**src/rtl/rxtag_pkg.sv**
```systemverilog
package rxtag_pkg;
    // One FIFO entry: tags above the data byte.
    typedef struct packed {
        logic       ovr;   // bit 10
        logic       crc;   // bit 9
        logic       eof;   // bit 8
        logic [7:0] data;  // bits 7..0
    } rx_entry_t;

    typedef enum logic [1:0] {
        S_EMPTY = 2'd0,
        S_LOW   = 2'd1,
        S_HIGH  = 2'd2,
        S_FULL  = 2'd3
    } occ_state_t;
endpackage

```
**src/rtl/rxtag_store.sv**
```systemverilog
module rxtag_store
    import rxtag_pkg::*;
#(
    parameter int DEPTH = 16,
    localparam int PW = $clog2(DEPTH),
    localparam int CW = $clog2(DEPTH + 1)
) (
    input  logic                  clk,
    input  logic                  rst_n,
    input  logic                  push,
    input  rx_entry_t             push_ent,
    input  logic                  pop,
    output rx_entry_t             head,
    output logic [DEPTH-1:0][2:0] tags_by_age,
    output logic [CW-1:0]         cnt,
    output logic [CW-1:0]         cnt_nxt,
    output logic                  empty,
    output logic                  full
);
    localparam logic [CW-1:0] CNT_MAX = CW'(DEPTH);

    rx_entry_t        mem [DEPTH];
    logic [PW-1:0]    rd_ptr, wr_ptr;
    logic             pop_ok, push_ok, mark_ovr;

    assign empty    = (cnt == '0);
    assign full     = (cnt == CNT_MAX);
    assign pop_ok   = pop & ~empty;
    assign push_ok  = push & (~full | pop_ok);
    assign mark_ovr = push & full & ~pop_ok;

    always_comb begin
        cnt_nxt = cnt;
        if (push_ok && !pop_ok) cnt_nxt = cnt + CW'(1);
        else if (pop_ok && !push_ok) cnt_nxt = cnt - CW'(1);
    end

    always_ff @(posedge clk or negedge rst_n) begin
        if (!rst_n) begin
            rd_ptr <= '0;
            wr_ptr <= '0;
            cnt    <= '0;
            for (int i = 0; i < DEPTH; i++) mem[i] <= '0;
        end else begin
            if (push_ok) begin
                mem[wr_ptr] <= push_ent;
                wr_ptr      <= wr_ptr + PW'(1);
            end
            if (mark_ovr) mem[wr_ptr - PW'(1)].ovr <= 1'b1;
            if (pop_ok) rd_ptr <= rd_ptr + PW'(1);
            cnt <= cnt_nxt;
        end
    end

    assign head = mem[rd_ptr];

    for (genvar g = 0; g < DEPTH; g++) begin : g_age
        logic [PW-1:0] idx;
        assign idx = rd_ptr + PW'(g);
        assign tags_by_age[g] = {mem[idx].ovr, mem[idx].crc, mem[idx].eof};
    end
endmodule

```
**src/rtl/rxtag_window.sv**
```systemverilog
module rxtag_window #(
    parameter int DEPTH  = 16,
    parameter int WINDOW = 8,
    localparam int CW = $clog2(DEPTH + 1)
) (
    input  logic [DEPTH-1:0][2:0] tags_by_age,
    input  logic [CW-1:0]         cnt,
    output logic                  eif
);
    logic [WINDOW-1:0] hit;

    for (genvar g = 0; g < WINDOW; g++) begin : g_win
        assign hit[g] = (CW'(g) < cnt) & (|tags_by_age[g]);
    end

    assign eif = |hit;
endmodule

```
**src/rtl/rxtag_ctrl.sv**
```systemverilog
module rxtag_ctrl
    import rxtag_pkg::*;
#(
    parameter int DEPTH     = 16,
    parameter int DMA_LEVEL = 8,
    localparam int CW = $clog2(DEPTH + 1)
) (
    input  logic          clk,
    input  logic          rst_n,
    input  logic [CW-1:0] cnt_nxt,
    input  logic          rd_en,
    input  logic          empty,
    input  logic          clr_underflow,
    input  logic          eif,
    output logic          dma_req,
    output logic          irq,
    output logic          underflow
);
    localparam logic [CW-1:0] LVL = CW'(DMA_LEVEL);
    localparam logic [CW-1:0] TOP = CW'(DEPTH);

    occ_state_t state, state_nxt;

    // Transitions named in the brief: fill_start, reach_level, fill_last,
    // drain_one, drop_level, drain_out.
    always_comb begin
        state_nxt = state;
        unique case (state)
            S_EMPTY: if (cnt_nxt != '0) state_nxt = S_LOW;           // fill_start
            S_LOW: begin
                if (cnt_nxt == '0)       state_nxt = S_EMPTY;        // drain_out
                else if (cnt_nxt >= LVL) state_nxt = S_HIGH;         // reach_level
            end
            S_HIGH: begin
                if (cnt_nxt == TOP)      state_nxt = S_FULL;         // fill_last
                else if (cnt_nxt < LVL)  state_nxt = S_LOW;          // drop_level
            end
            S_FULL: if (cnt_nxt != TOP) state_nxt = S_HIGH;          // drain_one
            default: state_nxt = S_EMPTY;
        endcase
    end

    always_ff @(posedge clk or negedge rst_n) begin
        if (!rst_n) state <= S_EMPTY;
        else        state <= state_nxt;
    end

    always_ff @(posedge clk or negedge rst_n) begin
        if (!rst_n)                 underflow <= 1'b0;
        else if (rd_en && empty)    underflow <= 1'b1;
        else if (clr_underflow)     underflow <= 1'b0;
    end

    always_comb begin
        irq = eif;
        unique case (state)
            S_EMPTY, S_LOW: dma_req = 1'b0;
            S_HIGH, S_FULL: dma_req = ~eif;
            default:        dma_req = 1'b0;
        endcase
    end
endmodule

```
**src/rtl/rxtag_fifo.sv**
```systemverilog
module rxtag_fifo
    import rxtag_pkg::*;
#(
    parameter int DEPTH     = 16,
    parameter int WINDOW    = 8,
    parameter int DMA_LEVEL = 8,
    localparam int CW = $clog2(DEPTH + 1)
) (
    input  logic       clk,
    input  logic       rst_n,
    input  logic       push_valid,
    input  logic [7:0] push_data,
    input  logic       push_eof,
    input  logic       push_crc_err,
    input  logic       push_ovr,
    input  logic       rd_en,
    output logic [7:0] rd_data,
    output logic       st_eof,
    output logic       st_crc,
    output logic       st_ovr,
    output logic       st_eif,
    input  logic       clr_underflow,
    output logic       st_underflow,
    output logic       dma_req,
    output logic       irq
);
    rx_entry_t             in_ent, head;
    logic [DEPTH-1:0][2:0] tags_by_age;
    logic [CW-1:0]         cnt_w, cnt_nxt;
    logic                  empty_w, full_w, eif_w;

    assign in_ent = '{ovr: push_ovr, crc: push_crc_err, eof: push_eof, data: push_data};

    rxtag_store #(.DEPTH(DEPTH)) u_store (
        .clk(clk), .rst_n(rst_n), .push(push_valid), .push_ent(in_ent),
        .pop(rd_en), .head(head), .tags_by_age(tags_by_age),
        .cnt(cnt_w), .cnt_nxt(cnt_nxt), .empty(empty_w), .full(full_w)
    );

    rxtag_window #(.DEPTH(DEPTH), .WINDOW(WINDOW)) u_window (
        .tags_by_age(tags_by_age), .cnt(cnt_w), .eif(eif_w)
    );

    rxtag_ctrl #(.DEPTH(DEPTH), .DMA_LEVEL(DMA_LEVEL)) u_ctrl (
        .clk(clk), .rst_n(rst_n), .cnt_nxt(cnt_nxt), .rd_en(rd_en),
        .empty(empty_w), .clr_underflow(clr_underflow), .eif(eif_w),
        .dma_req(dma_req), .irq(irq), .underflow(st_underflow)
    );

    assign rd_data = empty_w ? 8'h00 : head.data;
    assign st_eof  = ~empty_w & head.eof;
    assign st_crc  = ~empty_w & head.crc;
    assign st_ovr  = ~empty_w & head.ovr;
    assign st_eif  = eif_w;
endmodule

```
**config.mk**
```make
export PLATFORM = sky130hd
export DESIGN_NAME = rxtag_fifo
export DESIGN_NICKNAME = d
export VERILOG_FILES = /design/src/rtl/rxtag_pkg.sv /design/src/rtl/rxtag_store.sv /design/src/rtl/rxtag_window.sv /design/src/rtl/rxtag_ctrl.sv /design/src/rtl/rxtag_fifo.sv
export SDC_FILE = /design/constraint.sdc
export NUM_CORES = 1
export LEC_CHECK = 0
export BUFFER_PORTS_ARGS = -buffer_cell sky130_fd_sc_hd__buf_2
export CAP_MARGIN = 40
export CORE_MARGIN = 2
export CORE_UTILIZATION = 52
export DETAILED_ROUTE_END_ITERATION = 8
export HOLD_SLACK_MARGIN = 0.12
export PLACE_DENSITY = 0.72
export RECOVER_POWER = 100
export SLEW_MARGIN = 15
export SYNTH_ARGS = -nofsm -noshare
export SYNTH_HDL_FRONTEND = slang
export SYNTH_SLANG_ARGS = --single-unit
```
**constraint.sdc**
```tcl
create_clock -name clk -period 10.05 [get_ports clk]
set_input_delay 1.005 -clock clk [delete_from_list [all_inputs] [get_ports clk]]
set_output_delay 1.005 -clock clk [all_outputs]
set_load 0.01 [all_outputs]
```
==> results of run 1 <==
-- worst max-delay path, cell delays in order (launching register included) --
cell and delay (ps):
dfrtp_1 770, clkbuf_1 1030, clkbuf_1 2040, mux4_2 740
a22o_1 220, a221oi_1 480, nand3_1 140, nand2_1 100
o21ai_0 100, or3b_1 410, clkbuf_1 140
-- power groups by stage --
stage / combinational [mW] / sequential, mW / clock, mW
after floorplan: 1.70 / 1.31 / 0
after global placement: 2.04 / 1.42 / 0
after detailed placement: 2.10 / 1.46 / 0
after CTS: 2.11 / 1.44 / 0.699
after global routing: 2.25 / 1.49 / 0.733
final: 2.09 / 1.45 / 0.690
-- worst max-delay path by stage --
| stage | cells past startpoint | slack [ps] | start | endpoint |
|---|---|---|---|---|
| 2_1_floorplan | 13 | 5670 | u_store.rd_ptr[0] | st_eif |
| 3_3_place_gp | 10 | 4690 | u_store.rd_ptr[1] | irq |
| 3_5_place_dp | 10 | 4530 | u_store.rd_ptr[1] | st_eif |
| 4_1_cts | 10 | 4060 | u_store.rd_ptr[1] | st_eif |
| 5_1_grt | 10 | 1900 | u_store.rd_ptr[0] | st_eif |
| 6_report | 10 | 2420 | u_store.rd_ptr[0] | st_eif |
-- stage by stage --
step	setup WS, ps	instances	hold WS [ps]	utilization
global route	1900	1062	329	0.574
detailed placement	4530	1026	488	0.546
CTS	4060	1058	504	0.577
global placement	4690	1024	482	0.544
floorplan	5670	783	466	-
finish	2420	1062	334	0.574
-- final cells by class --
cell class              instances  area (um2)
clock inverters                12         150
clock buffers                  20         457
fillers                      1584        8350
well taps                     265         332
inverters                      17        63.8
multi-input cells             515        5230
diodes                          1        2.50
flip-flops and latches        192        4810
repair buffers                 40         203
-- placed cells by master, fill, tap and decap left out, drive strengths merged, types with 4 or more instances in the layout --
cell / instances
o31ai: 4
xor2: 6
or3: 18
a21oi: 8
a22o: 4
mux2: 162
nor2: 25
nor4b: 6
buf: 20
o21ai: 16
nand2: 36
clkinv: 6
clkbuf: 40
a2111oi: 5
nor4: 5
nor2b: 14
inv: 20
o221ai: 5
mux2i: 24
nand3: 18
nor3: 14
mux4: 59
xnor2: 15
dfrtp: 192
ha: 17
a221o: 8
-- kinds of logic after synthesis --
family	count (synthesis)
muxes	245
AOI/OAI and AO/OA	78
xor gates and xnor gates	21
buffers and inverters	76
adders and majority gates	19
DFF	192
and+or+nand+nor	152
-- Yosys cell counts (3+ instances only) --
cell type / instances
a2111oi_0: 4
a21oi_1: 7
a221o_1: 7
a221oi_1: 3
a22o_1: 4
and2_1: 3
buf_1: 7
buf_2: 15
clkbuf_1: 26
clkbuf_8: 7
dfrtp_1: 192
ha_1: 17
inv_1: 14
mux2_2: 162
mux2i_1: 24
mux4_1: 4
mux4_2: 55
nand2_1: 36
nand3_1: 18
nor2_1: 25
nor2b_1: 13
nor3_1: 14
nor4_1: 5
nor4b_1: 5
o211ai_1: 3
o21ai_0: 16
o221ai_1: 5
o311ai_0: 3
o31ai_1: 4
or3_1: 14
or3_4: 4
xnor2_1: 15
xor2_1: 6
-- routing by layer --
metal,vias to the layer above,wire length (um),global-route usage,share of wire
met5,-,0,0,0
met4,0,646,0.0995,0.025
met3,49,1160,0.0414,0.045
met2,233,12700,0.411,0.50
met1,3585,10900,0.329,0.43
li1,2970,-,-,-
==> metrics.yaml, run 1 <==
global_route:
  grt_pass1_wl_mm: 40.5
  grt_max_degree: 99
  grt_pass1_vias: 7063
  grt_antenna_before_repair: 1
  grt.total_usage: 0.248
  overflow: 0
sta:
  max_freq_ghz: 0.131
  timing.final.crit_share: 0.759
  slew_headroom: -2.50
  tns_ps: 0
  slew_violations: 174
  rsz0062_at_grt: "false"
  tightest_slew_ps: 5250
  finalSetupViolations: 0
  min_period_ps: 7630
  fin_worst_skew_ps: 12.3
  hold_viol_final: 0
synthesis:
  syn-cell-area_um2: 10500
  synthAdderAreaFrac: 0.0223
  synthCells: 783
  syn_nets: 816
  synth_top_area_frac: 0.459
  avgSynthCellArea_um2: 13.4
  ys_warn_count: 0
  synthSimpleGateAreaFrac: 0.0796
  synthFlopType: "dfrtp_1"
  synthArstFlopShare: 1.00
  synth-xor-area-share: 0.0176
  synth_edf_count: 0
  synth_top_family_by_area: "multiplexers"
  ys_ff_latch: 192
  synth_area_leaders: "dfrtp_1 46%, mux2_2 17%, mux4_2 12%, mux2i_1 2.3%, ha_1 2.0%"
  synthMuxAreaShare: 0.326
  synth_area_leader_cell: "dfrtp_1"
  synth_cell_types: 67
  ys_seq_area_frac: 0.459
  synth-compound-area-share: 0.0565
cts:
  holdBufCountCts: 0
  cts_setup_buffers: 0
  cts_root_buf: "clkbuf_16"
  cts.sinks: 192
  cts_resized: 0
  clk_latency_ps: 440
  path_clk_slew_ps: 70
  cts_max_path_buffers: 2
  htree_num_levels: 4
  cts_tree: "built"
  numCtsBuffers: 17
placement:
  place_hpwl_mm: 16.9
  portBuffers: 30
  placed_area_um2: 10700
  place_congestion: 0.887
finish:
  finalInstanceArea_um2: 11200
  area_growth_pct: 7.48
  final_layout_size_suffix_gt1_frac: 0.349
  fin_nets: 816
die:
  fp.dieH_um: 146
  dieWidth_um: 146
  initial_utilization: 0.534
  io_pins: 31
  die_area_um2: 21300
  core-area_um2: 19600
  rows: 51
job:
  cap_viol_max_count: 3
run_status:
  violations: "capacitance limit, slew limit"
  status: "complete, but fails checks"
power:
  combPwrFrac: 0.494
  p_sw_frac: 0.380
  peakVddDrop_uv: 205
  power.internal_mw: 2.62
  pwr-share-seq: 0.343
  power.total_mw: 4.22
  clkPwrFrac: 0.163
  p_per_area_nw_per_um2: 376
  power.switching_mw: 1.61
  p_leak_nw: 4.78
setup_path:
  r2r_start: "u_store.cnt[1]"
  required_ps: 9050
  crit_type: "reg2out"
  crit_arrival_ps: 6620
  cp_max_fo: 31
  ff2ff_setup_slack_ps: 6420
  cp-end-kind: "primary output"
  r2r_cells: 8
  critPathLaunchType: "flop"
routing:
  drt-total-wl_mm: 25.4
  viasPerCell: 6.44
  dr.pass1.iters: 5
  drc: 0
  vias: 6837
  drt-initial-drc-count: 532
  ant_nets: 0
  wl_per_cell_um: 24.0
worst_hold_path:
  hp-class: "in2async"
No activity file was read; power rests on OpenSTA's default activity.
==> inputs of run 2 (changes only) <==
--- a/config.mk
+++ b/config.mk
@@ -5,6 +5,7 @@
 export SDC_FILE = /design/constraint.sdc
 export NUM_CORES = 1
 export LEC_CHECK = 0
+export ABC_AREA = 1
 export BUFFER_PORTS_ARGS = -buffer_cell sky130_fd_sc_hd__buf_2
 export CAP_MARGIN = 40
 export CORE_MARGIN = 2
==> constraint.sdc (replaced) <==
create_clock -name clk -period 7.5 [get_ports clk]
set_input_delay 0.75 -clock clk [delete_from_list [all_inputs] [get_ports clk]]
set_output_delay 0.75 -clock clk [all_outputs]
set_load 0.01 [all_outputs]
==> metrics.yaml, run 2 <==
cts:
  cts_setup_buffers: 0
  cts_tree: "built"
  cts_resized: 0
  numCtsBuffers: 17
  cts_max_path_buffers: 2
  cts_root_buf: "clkbuf_16"
  htree_num_levels: 4
  clk_latency_ps: 450
  cts.sinks: 192
  path_clk_slew_ps: 70
  holdBufCountCts: 0
routing:
  viasPerCell: 5.73
  ant_nets: 0
  vias: 9007
  drt-initial-drc-count: 894
  wl_per_cell_um: 17.6
  dr.pass1.iters: 7
  drc: 0
  drt-total-wl_mm: 27.7
power:
  combPwrFrac: 0.482
  power.switching_mw: 2.52
  p_sw_frac: 0.465
  p_per_area_nw_per_um2: 491
  clkPwrFrac: 0.170
  peakVddDrop_uv: 243
  pwr-share-seq: 0.347
  power.internal_mw: 2.89
  p_leak_nw: 5.17
die:
  dieWidth_um: 145
  core-area_um2: 19500
  io_pins: 31
  fp.dieH_um: 145
  initial_utilization: 0.531
  die_area_um2: 21100
  rows: 51
sta:
  tns_ps: 0
  slew_violations: 114
  timing.final.crit_share: 0.718
  rsz0062_at_grt: "false"
  tightest_slew_ps: 3480
  fin_worst_skew_ps: 12.2
  holdWs_ps: 481
  hold_viol_final: 0
  min_period_ps: 5390
  finalSetupViolations: 0
  slew_headroom: -1.32
  max_freq_ghz: 0.186
global_route:
  overflow: 0
  grt_pass1_vias: 8334
  grt_antenna_before_repair: 0
  grt_pass1_wl_mm: 45.1
  grt_max_degree: 89
  grt.total_usage: 0.269
synthesis:
  synth_area_leaders: "dfrtp_1 46%, o21ai_0 12%, nand2_1 12%, nor2_1 3.7%, o221ai_1 3.7%"
  synth_common_cells: "328 x nand2_1, 256 x o21ai_0, 192 x dfrtp_1"
  synth_top_area_frac: 0.463
  synth_area_leader_cell: "dfrtp_1"
  ys_warn_count: 0
  synthCells: 1317
  synthFlopType: "dfrtp_1"
  ys_ff_latch: 192
  avgSynthCellArea_um2: 7.88
  ys_seq_area_frac: 0.463
  synthArstFlopShare: 1.00
  synth_most_common_cell: "nand2_1"
  synth_cell_types: 39
  synth_edf_count: 0
  syn-cell-area_um2: 10400
  syn_nets: 1350
setup_path:
  ff2ff_setup_slack_ps: 4050
  crit_arrival_ps: 4640
  r2r_cells: 7
  required_ps: 6750
  cp_max_fo: 88
  critPathLaunchType: "flop"
  crit_type: "reg2out"
  cp-end-kind: "primary output"
  r2r_start: "u_store.cnt[1]"
job:
  cap_viol_max_count: 2
placement:
  place_congestion: 0.926
  portBuffers: 30
  dpl.cell_count: 1539
  place_hpwl_mm: 17.8
worst_hold_path:
  hp-class: "reg2reg"
  whs_path_depth: 2
finish:
  final_layout_size_suffix_gt1_frac: 0.0567
  most-common-layout-cells: "333 x nand2_1, 264 x o21ai_0, 191 x dfrtp_1"
  area_growth_pct: 6.26
  antenna_cells: 0
  layout_commonest_cell: "nand2_1"
  post-route-util: 0.565
  fin_nets: 1326
  final_cells: 1571
run_status:
  status: "complete, but fails checks"
  violations: "capacitance limit, slew limit"
-- run 2: power groups by stage --
stage / clock, mW / sequential [mW] / combinational [mW]
2_1_floorplan: 0 / 1.73 / 2.10
3_3_place_gp: 0 / 1.91 / 2.55
3_5_place_dp: 0 / 1.90 / 2.66
4_1_cts: 0.935 / 1.88 / 2.68
5_1_grt: 0.983 / 1.94 / 2.96
6_report: 0.922 / 1.88 / 2.61
-- run 2: routing by layer --
metal,wire [um],up-vias,track usage,share of wire
met3,1750,51,0.0390,0.063
met4,667,0,0.0926,0.024
met5,0,-,0,0
met1,12200,4280,0.372,0.44
met2,13100,301,0.437,0.47
li1,-,4375,-,-
-- run 2: per-stage QoR --
step	cell area, um2	total power [mW]	setup slack (ps)
final	11000	5.41	2110
after global routing	11000	5.89	1800
after CTS	11300	5.49	2960
after detailed placement	10700	4.56	3440
after global placement	10500	4.47	3480
after floorplan	10400	3.83	3920
-- run 2: final cells by class --
class,count,area [um2]
well taps,265,332
inverters,83,312
repair buffers,50,305
fillers,1852,8500
flip-flops and latches,192,4810
multi-input cells,949,4670
clock inverters,15,175
clock buffers,17,425
-- run 2: worst max path at each step --
| stage | startpoint | endpoint | slack, ps | depth (start not counted) |
|---|---|---|---|---|
| finish | u_store.rd_ptr[0] | dma_req | 2110 | 14 |
| global route | u_store.rd_ptr[0] | dma_req | 1800 | 14 |
| CTS | u_store.rd_ptr[0] | dma_req | 2960 | 14 |
| detailed placement | u_store.rd_ptr[0] | dma_req | 3440 | 14 |
| global placement | u_store.rd_ptr[0] | dma_req | 3480 | 14 |
| floorplan | u_store.rd_ptr[1] | dma_req | 3920 | 16 |
-- run 2: logic make-up (layout without fill, tap and decap cells) --
group,Yosys count,in the layout,share of synthesized area
AOI/OAI and AO/OA,352,352,0.189
xor gates and xnor gates,14,14,0.0118
adders and majority gates,17,17,0.0205
buffers and inverters,176,165,0.0710
DFF,192,192,0.463
muxes,1,1,0.000965
and+or+nand+nor,565,565,0.244
-- run 2: critical path: stages, from the launching register on --
cell and delay, ps:
dfrtp_1 1550, clkinv_1 200, buf_4 460, ha_1 530, inv_1 310, mux2i_1 300, nand4_1 120, o21ai_1 90
nand2_1 60, nand2_1 50, nand2_1 50, nor2_1 90, nand2_1 100, nor2_1 100, clkbuf_1 150
==> inputs of run 3 (changes only) <==
==> constraint.sdc (replaced) <==
create_clock -name clk -period 5 [get_ports clk]
set_input_delay 0.5 -clock clk [delete_from_list [all_inputs] [get_ports clk]]
set_output_delay 0.5 -clock clk [all_outputs]
set_load 0.01 [all_outputs]
==> metrics.yaml, run 3 (synthesis results as in run 2) <==
run_status:
  status: "complete, but fails checks"
  violations: "capacitance limit, slew limit"
routing:
  dr.pass1.iters: 5
  viasPerCell: 5.87
  drc: 0
  drt-initial-drc-count: 980
  wl_per_cell_um: 18.3
  drt-total-wl_mm: 28.7
  vias: 9229
  ant_nets: 0
setup_path:
  critPathBufInv: 2
  r2r_cells: 7
  path_depth: 12
  crit_arrival_ps: 3940
  cp_max_fo: 69
  critical_path.max_stage_delay_ps: 900
  r2r_start: "u_store.cnt[1]"
  crit_family: "buffers and inverters"
  path_cells: "clkbuf_2 > o21ai_0 > o21ai_0 > nor2_1 > o21ai_0 > nand3_1 > nand2_1 > nand2_1 > nor2_1 > nand2_1 > nor2_1 > clkbuf_1"
  crit_type: "reg2out"
  startpoint: "u_store.rd_ptr[0]"
  critPathSlowestCell: "dfrtp_4"
  cp-end-kind: "primary output"
  required_ps: 4500
  critPathLaunchType: "flop"
cts:
  cts_root_buf: "clkbuf_16"
  htree_num_levels: 4
  cts_max_path_buffers: 2
  cts_tree: "built"
  numCtsBuffers: 17
  path_clk_slew_ps: 80
  cts_resized: 0
  clk_latency_ps: 450
  cts.sinks: 192
global_route:
  grt_pass1_wl_mm: 46.6
  overflow: 0
  grt_pass1_vias: 8673
  grt.total_usage: 0.277
  grt_max_degree: 70
  grt_antenna_before_repair: 0
finish:
  antenna_cells: 0
  layout_commonest_cell: "nand2_1"
  most-common-layout-cells: "334 x nand2_1, 264 x o21ai_0, 190 x dfrtp_1"
  area_growth_pct: 6.23
  fin_nets: 1327
  final_layout_size_suffix_gt1_frac: 0.0589
  final_cells: 1572
  num-fill-cells: 1876
die:
  fp.dieH_um: 145
  dieWidth_um: 145
  rows: 51
  core-area_um2: 19500
  die_area_um2: 21100
  initial_utilization: 0.531
  io_pins: 31
sta:
  slew_headroom: -0.939
  rsz0062_at_grt: "false"
  fin_worst_skew_ps: 22.8
  slew_violations: 51
  timing.final.crit_share: 0.888
  tns_ps: 0
  hold_viol_final: 0
  finalSetupViolations: 0
  max_freq_ghz: 0.225
  tightest_slew_ps: 2910
  min_period_ps: 4440
placement:
  dpl.cell_count: 1539
  portBuffers: 30
  place_hpwl_mm: 18.0
  place_congestion: 0.923
worst_hold_path:
  whs_path_depth: 2
  hold_path_startpoint: "clr_underflow"
  hp-class: "in2reg"
power:
  p_per_area_nw_per_um2: 744
  peakVddDrop_uv: 491
  p_leak_nw: 5.18
job:
  cap_viol_max_count: 1
==> run 3: worst paths after layout <==
check | to | slack, ps
min | u_ctrl.underflow | 240
min reg2reg | flop | 480
max in group asynchronous | u_store.rd_ptr[0] | 1180
max | dma_req | 560
max reg2reg | u_store.mem[131] | 1510
min in group asynchronous | async pin | 1530
==> run 3: cell type report <==
class | instances | area [um2] | area share
inverters | 83 | 312 | 0.0283
clock buffers | 17 | 425 | 0.0386
well taps | 265 | 332 | 0.0301
flip-flops and latches | 192 | 4810 | 0.436
multi-input cells | 949 | 4670 | 0.424
repair buffers | 51 | 278 | 0.0252
clock inverters | 15 | 191 | 0.0174
==> run 3: repair_timing <==
| item | 4_1_cts | 5_1_grt |
|---|---|---|
| hold endpoints to repair | 48 | 0 |
| hold buffers | 1 | 0 |
| buffers inserted | 0 | 0 |
==> run 3: routing by layer <==
metal  GRT usage  up-vias  share of wire  routed length (um)
li1            -     4379              -                   -
met1       0.383     4441           0.43               12400
met2       0.434      345           0.47               13500
met3      0.0465       64          0.070                2020
met4       0.118        0          0.029                 820
met5           0        -              0                   0
==> run 3: where the power goes <==
group | total, mW | switching, mW | internal [mW]
clock | 1.44 | 0.670 | 0.765
sequential | 2.84 | 0.570 | 2.27
combinational | 3.92 | 2.57 | 1.35
total | 8.20 | 3.81 | 4.38
==> run 3: metrics by stage <==
stage | util | hold WS (ps) | cell area (um2) | total power, mW | setup WS, ps
floorplan | - | 204 | 10400 | 5.75 | 1670
global placement | 0.540 | 460 | 10500 | 6.68 | 1340
detailed placement | 0.546 | 468 | 10700 | 6.84 | 1240
CTS | 0.578 | 231 | 11300 | 8.29 | 770
global route | 0.564 | 232 | 11000 | 8.90 | 274
finish | 0.564 | 239 | 11000 | 8.20 | 560
